### src/rtl/radar_pulse_seq.sv
module radar_pulse_seq #(
  parameter int ADDR_W = 7,
  parameter int DATA_W = 32,
  parameter int CNT_W  = 24,
  parameter int DLY_W  = 16,
  parameter logic [ADDR_W-1:0] A_MODE = 'h0,
  parameter logic [ADDR_W-1:0] A_ON   = 'h1,
  parameter logic [ADDR_W-1:0] A_SW   = 'h2,
  parameter logic [ADDR_W-1:0] A_LOOK = 'h3,
  parameter logic [ADDR_W-1:0] A_IDLE = 'h4,
  parameter logic [ADDR_W-1:0] A_DLY  = 'h5
) (
  input  logic              clk,
  input  logic              rst,
  input  logic [ADDR_W-1:0] cfg_addr,
  input  logic [DATA_W-1:0] cfg_data,
  input  logic              cfg_we,
  output logic              tx_active,
  output logic              rx_window,
  output logic              pulse_start,
  output logic              tx_switch,
  output logic              rx_switch
);
  localparam int NCH = 2;

  typedef enum logic [2:0] {PH_HOLD, PH_ON, PH_SW, PH_LOOK, PH_IDLE} phase_t;

  logic             hold;
  logic [CNT_W-1:0] on_r, sw_r, look_r, idle_r;
  logic [CNT_W-1:0] on_s, sw_s, look_s, idle_s;
  logic [DATA_W-1:0] dly_r;
  phase_t           phase;
  logic [CNT_W-1:0] cnt, lim;

  always_ff @(posedge clk) begin
    if (rst) begin
      hold <= 1'b1;
      on_r <= '0; sw_r <= '0; look_r <= '0; idle_r <= '0;
      dly_r <= '0;
    end else if (cfg_we) begin
      case (cfg_addr)
        A_MODE: hold   <= cfg_data[0];
        A_ON:   on_r   <= cfg_data[CNT_W-1:0];
        A_SW:   sw_r   <= cfg_data[CNT_W-1:0];
        A_LOOK: look_r <= cfg_data[CNT_W-1:0];
        A_IDLE: idle_r <= cfg_data[CNT_W-1:0];
        A_DLY:  dly_r  <= cfg_data;
        default: ;
      endcase
    end
  end

  always_comb begin
    case (phase)
      PH_ON:   lim = on_s;
      PH_SW:   lim = sw_s;
      PH_LOOK: lim = look_s;
      default: lim = idle_s;
    endcase
  end

  always_ff @(posedge clk) begin
    if (rst || hold) begin
      phase <= PH_HOLD;
      cnt   <= '0;
      if (rst) begin
        on_s <= '0; sw_s <= '0; look_s <= '0; idle_s <= '0;
      end
    end else if (phase == PH_HOLD || (phase == PH_IDLE && cnt == lim)) begin
      phase <= PH_ON;
      cnt   <= '0;
      on_s <= on_r; sw_s <= sw_r; look_s <= look_r; idle_s <= idle_r;
    end else if (cnt == lim) begin
      cnt <= '0;
      case (phase)
        PH_ON:   phase <= PH_SW;
        PH_SW:   phase <= PH_LOOK;
        default: phase <= PH_IDLE;
      endcase
    end else begin
      cnt <= cnt + 1'b1;
    end
  end

  assign tx_active   = (phase == PH_ON);
  assign rx_window   = (phase == PH_LOOK);
  assign pulse_start = tx_active && (cnt == '0);

  logic [NCH-1:0] act, sw_out;
  assign act = {rx_window, tx_active};

  for (genvar g = 0; g < NCH; g++) begin : g_dly
    logic [DLY_W-1:0] dly, rcnt, fcnt, rn, fn;
    logic act_d, sw_q, rbusy, fbusy, rise, fall, rfire, ffire;

    assign dly   = (g == 0) ? dly_r[2*DLY_W-1:DLY_W] : dly_r[DLY_W-1:0];
    assign rise  = act[g] && !act_d;
    assign fall  = !act[g] && act_d;
    assign rn    = rise ? DLY_W'(1) : rcnt + 1'b1;
    assign fn    = fall ? DLY_W'(1) : fcnt + 1'b1;
    assign rfire = (rise || rbusy) && (rn == dly);
    assign ffire = (fall || fbusy) && (fn == dly);

    always_ff @(posedge clk) begin
      if (rst || hold) begin
        act_d <= 1'b0; sw_q <= 1'b0;
        rbusy <= 1'b0; fbusy <= 1'b0;
        rcnt  <= '0;   fcnt  <= '0;
      end else begin
        act_d <= act[g];
        if (rise || rbusy) begin
          rcnt  <= rn;
          rbusy <= (dly != '0) && !rfire;
        end
        if (fall || fbusy) begin
          fcnt  <= fn;
          fbusy <= (dly != '0) && !ffire;
        end
        if (rfire)      sw_q <= 1'b1;
        else if (ffire) sw_q <= 1'b0;
      end
    end

    assign sw_out[g] = (dly == '0) ? act[g] : sw_q;
  end

  assign tx_switch = sw_out[0];
  assign rx_switch = sw_out[1];
endmodule

### config.mk
export PLATFORM = sky130hd
export DESIGN_NAME = radar_pulse_seq
export DESIGN_NICKNAME = d
export VERILOG_FILES = /design/src/rtl/radar_pulse_seq.sv
export SDC_FILE = /design/constraint.sdc
export NUM_CORES = 1
export LEC_CHECK = 0
export ABC_AREA = 1
export BUFFER_PORTS_ARGS = -buffer_cell sky130_fd_sc_hd__buf_4
export CORE_UTILIZATION = 25
export DETAILED_ROUTE_END_ITERATION = 7
export GPL_TIMING_DRIVEN = 0
export PLACE_DENSITY = 0.35
export SYNTH_ARGS = -nofsm -noshare
export SYNTH_HDL_FRONTEND = slang
export SYNTH_SLANG_ARGS = --single-unit
### constraint.sdc
create_clock -name clk -period 7.95 [get_ports clk]
set_input_delay 0.3975 -clock clk [delete_from_list [all_inputs] [get_ports clk]]
set_output_delay 0.3975 -clock clk [all_outputs]
set_load 0.03 [all_outputs]
---- Yosys cells after proc, flatten, opt, wreduce, memory -nomap -nowiden ----
Index checks and enable logic that the tools add are counted.
storage, ports and cells
  input port bits ......................... 42
  bits in registers ....................... 324
cells by class
  eq/ne operators ......................... 15
  reductions and logical operators ........ 48
  add/sub/neg operators ................... 5
  mux-type cells .......................... 23
operator list
  cell                   number
  $mux 24                9
  $pmux 24 s3            1
  $add 16x1->16 const B  4
  $eq 16x16->1           4
  $mux 16                4
  $logic_not 16->1       2
  $reduce_bool 16->1     2
  $add 24x1->24 const B  1
  $eq 24x24->1           1
  $logic_not 24->1       1
  $eq 7x2->1 const B     2
  $eq 7x3->1 const B     2
  $logic_and 1x1->1      14
  $reduce_and 2->1       7
  $logic_not 1->1        8
  $mux 1                 8
  $reduce_bool 2->1      4
  $eq 7x1->1 const B     1
  $logic_not 7->1        1
  $eq 3x2->1 const B     2
  $logic_or 1x1->1       6
  $pmux 3 s2             1
  $eq 3x1->1 const B     1
  $eq 3x3->1 const B     1
  other kinds (4)        4

---- Depth between registers and ports, before layout ----
  depth in word-level cells ............... 8
  mapped depth ............................ 17
  gate-level depth less buffers ........... 17

---- Least setup slack after synthesis ----
OpenSTA, ideal clock, no wires.
  path kind ............................... register -> register
  start ................................... register phase[0]
  end ..................................... register idle_s[0], enable pin
  path slack .............................. 3.711 ns
  arrival time ............................ 3.781 ns
  path buffers ............................ 1
  stages on the path, launching flop included .. 16
  cell sequence ........................... dfxtp_1 -> buf_6 -> nand3_4 -> inv_2 -> nand2_1 -> nand2_1 -> nor2_1 -> nand3_1 -> nand2_1 -> nor2_1 -> nand2_1 -> nor2_1 -> nand3_2 -> nand2_1 -> nand3_1 -> nand2_1
on the way
  longest elaborated chain between the ends .. 7
  elaborated cells between the ends (all ways) .. 11
RTL lines
  element                      RTL line  source
  start: declaration           32        phase_t phase;
  start signal: assignment     64        phase <= PH_HOLD;
  start signal: assignment     70        phase <= PH_ON;
  start signal: assignment     76        PH_ON: phase <= PH_SW;
  $eq 3x2->1                   n/a
  named net rx_window          19        output logic rx_window,
  $pmux 24 s3                  54        case (phase)
  $eq 24x24->1                 69        end else if (phase == PH_HOLD || (phase == PH_IDLE && cnt == lim)) begin
  $logic_and 1x1->1            69
  $logic_or 1x1->1             69
  $reduce_bool 2->1 (no line)  n/a
  $reduce_and 2->1 (no line)   n/a
  end signal: assignment       72        on_s <= on_r; sw_s <= sw_r; look_s <= look_r; idle_s <= idle_r;
  end: declaration             30        logic [CNT_W-1:0] on_s, sw_s, look_s, idle_s;
The timed path passes the listed nets, and every way through them passes these cells.
A chain may end at the register's enable or synchronous reset.

---- Final worst setup path ----
  start ................................... register phase[1]
  end ..................................... register on_s[21], enable pin
on the way
  longest elaborated chain between the ends .. 7
  elaborated cells between the ends (all ways) .. 11
RTL lines
  element                                   RTL line
  $eq 3x2->1 or $eq 3x1->1 (tied branches)  54
  $pmux 24 s3                               54
  $eq 24x24->1                              69
  $logic_and 1x1->1                         69
  $logic_or 1x1->1 *                        69
  $reduce_bool 2->1 (no line) *             n/a
  $reduce_and 2->1 (no line) *              n/a
  end signal: assignment                    72
  end: declaration                          30
Every way passes the cells marked *; elsewhere a longest branch is shown, timed or not.

==> out/metrics.yaml <==
floorplanning:
  boundaryPins: 47
  floorplan.initialDensity_pct: 25.5
  fp.dieArea_um2: 65800
  die_w_um: 256
  rows: 92
  core_um2: 63500
  die_y_um: 256
pwr:
  leakage_uw: 0.00695
  p_int_uw: 2950
  pwr-share-comb_pct: 2.5
  sw_frac_of_total_pct: 22.4
  p_per_area_nw_per_um2: 199
  power_switching_uw: 851
  ir_drop_uv: 140
  power.share.clock_pct: 52.0
  p_seq_share_pct: 45.5
setup_path:
  rrSetupSlack_ns: 4.15
  startpoint_type: "flop"
  cp_data_required_time_ns: 8.18
  timing.rr.start: "phase[1]"
  cp-end-kind: "flop"
  worst_ep_arrival_time_ns: 4.04
  startpoint: "phase[1]"
  worstPathMaxFanout: 50
  worstSetupPathType: "flop to flop"
clock_network:
  post_cts_resized: 0
  path_clk_slew_ns: 0.06
  cts_tree: "yes"
  numCtsBuffers: 43
  cts_root_buf: "clkbuf_16"
  cts_hold_buf: 0
  cts.sink_count: 324
  clk_latency_ns: 0.57
  cts_buffer_depth: 3
  post_cts_buffers: 0
  htreeDepth: 2
yosys:
  yosysTopAreaCell: "dfxtp_1"
  synth_cell_type_count: 40
  synth_top_area_share_pct: 28.2
  synth-seq-area-share_pct: 46.0
  synth_seq_cells: 324
  synth_nets: 2281
  yosys_warnings: 0
  yosys-top-cells-area: "dfxtp_1 (28%), edfxtp_1 (18%), nand2_1 (10%)"
  syn_inst: 2233
  syn_area_um2: 16200
  synth_area_per_cell_um2: 7.25
sta:
  worst_slack_ns: 4.15
  skew_ns: 0.0207
  min_period_over_period_pct: 47.8
  tightest_slew_ns: 1.22
  tns_ns: 0
  fmax_mhz: 263
  slew_headroom_pct: 18.4
  final.min_clock_period_ns: 3.80
  grt_setup_unrepaired: "false"
  finalSetupViolCount: 0
  hold_violations: 0
  maxSlewViolCount: 0
run_status:
  status: "complete, no violations"
hold_path:
  worstHoldStart: "cfg_data[30]"
  min_path_type: "primary input to flop"
routing:
  dr_total_vias: 14700
  drtIter0Drc: 847
  drc_errors: 0
  vias_per_cell: 4.59
  detail_route.wl_per_cell_um: 18.4
  dr.pass1.iters: 5
  routed_wl_mm: 59.0
  ant_nets: 0
placement:
  gp_congestion: 0.815
  pre_cts_ws_ns: 4.08
  io_buffers: 46
  dp_hpwl_mm: 45.0
cells_and_area:
  nets: 2373
  area_growth_pct: 17.8
  drive_above_1_share_pct: 8.22
  antennaDiodeCount: 0
  fin_util_pct: 30.0
global_route:
  grt_max_degree: 51
  gr-usage-all-layers_pct: 17.9
  overflow: 0
  antenna_found_initial: 1
  grt_pass1_vias: 14300
  grt_pass1_wl_mm: 89.3
run:
  cap_viol_max_count: 0
[registers in the layout (all words and copies together), names as in the netlist]
register	cells
g_dly.fbusy	2
phase	3
sw_r	24
g_dly.rcnt	32
g_dly.act_d	2
dly_r	32
look_r	24
look_s	24
on_r	24
g_dly.rbusy	2
idle_r	24
idle_s	24
hold	1
cnt	24
g_dly.fcnt	32
g_dly.sw_q	2
on_s	24
sw_s	24
[through the flow]
step                hold slack [ns]  power, µW  cell area (µm²)  cells
finish                       0.0879       3800            19100   3205
global route                 0.0806       3930            19100   3205
CTS                          0.0405       3860            19100   3205
detailed placement            0.457       1860            17600   3126
global placement              0.451       1860            17600   3125
floorplan                     0.441       1810            16200   2233
[metal layers]
layer	share of wire, %	vias to the layer above	GRT usage, %
met5	0	-	0
met4	1.9	0	4.55
met3	3.7	64	2.43
met2	47	277	30.0
met1	48	6831	24.0
li1	-	7548	-
[final timing paths]
kind                            cells past startpoint       endpoint
worst max-delay path                               16       on_s[21]
worst min-delay path                                3      dly_r[30]
worst max register to register                     16       on_s[21]
worst min register to register                      2  g_dly[0].sw_q
[Yosys cell counts]
cell type  instances
buf_2             15
inv_4              1
nand4_1          130
and2_1             2
clkbuf_2           1
nand3b_1           2
clkinv_1           1
o21ai_0          159
xnor2_1            2
nand3_2            3
a211oi_1           1
or2_2              4
inv_1            305
nand3_4            3
nand2_1          447
buf_6              1
inv_2              5
buf_12             3
nor2_4             1
nand2_2            8
a21oi_1          196
buf_1              2
xor2_1            26
nor3_2             6
dfxtp_1          228
buf_4              5
nor2_1           284
o21a_1             1
o21bai_1           9
a21oi_2            6
ha_1               6
clkbuf_1          71
nor2_2            14
o211ai_1           1
edfxtp_1          96
nor4_1            12
nor3_1            18
nand3_1          154
a31o_2             2
a31oi_1            2
[worst max-delay path, stage by stage, from the launching register on]
cell	delay [ns]
dfxtp_1	0.32
buf_4	0.19
nand3_4	0.22
buf_4	0.31
nor2_1	0.07
nor2_1	0.36
nand3_1	0.12
nand2_1	0.08
nand2_1	0.04
nor2_1	0.09
nand2_1	0.07
nor2_2	0.12
nand3_2	0.16
nand2_1	0.15
nand3_1	0.19
nand2_4	0.62
buf_16	0.33
[kinds of logic (layout without fill, tap and decap cells)]
group                      Yosys count  count (layout)  synth area share (%)
buffers and inverters              410             536                  10.1
adders and majority gates            6               6                 0.464
and+or+nand+nor                   1088            1088                  29.9
AOI/OAI and AO/OA                  377             377                  12.0
xor gates and xnor gates            28              28                  1.51
DFF                                324             324                  46.0
[layout by cell type, fill, tap and decap left out, types with 3 or more instances in the layout]
cell       instances
nand2_1          446
inv_1            305
nor2_1           284
dfxtp_1          228
a21oi_1          196
o21ai_0          159
nand3_1          154
nand4_1          130
edfxtp_1          96
clkbuf_1          82
buf_4             51
clkbuf_16         47
xor2_1            26
nor3_1            18
buf_2             15
nor2_2            14
nor4_1            12
clkbuf_8          10
o21bai_1           9
nand2_2            8
clkinv_2           8
nor3_2             6
a21oi_2            6
ha_1               6
inv_2              5
or2_2              4
nand3_4            3
buf_12             3
nand3_2            3
[power by group through the flow]
| stage | Clock (µW) | Sequential [µW] | Combinational (µW) |
|---|---|---|---|
| 2_1_floorplan | 0 | 1760 | 45.5 |
| 3_3_place_gp | 0 | 1770 | 95.9 |
| 3_5_place_dp | 0 | 1770 | 97.9 |
| 4_1_cts | 2040 | 1730 | 98.3 |
| 5_1_grt | 2100 | 1730 | 106 |
| 6_report | 1970 | 1730 | 95.8 |
[area by class of cell]
type / instances / area, µm²
fill: 7042 / 44500
clock buffer: 68 / 1360
timing repair buffer: 47 / 373
multi-input combinational: 1499 / 7110
tap: 846 / 1060
sequential: 324 / 7450
inverter: 312 / 1170
clock inverter: 11 / 87.6
buffer: 98 / 463
Note: power is estimated with default switching activity, not from simulation.
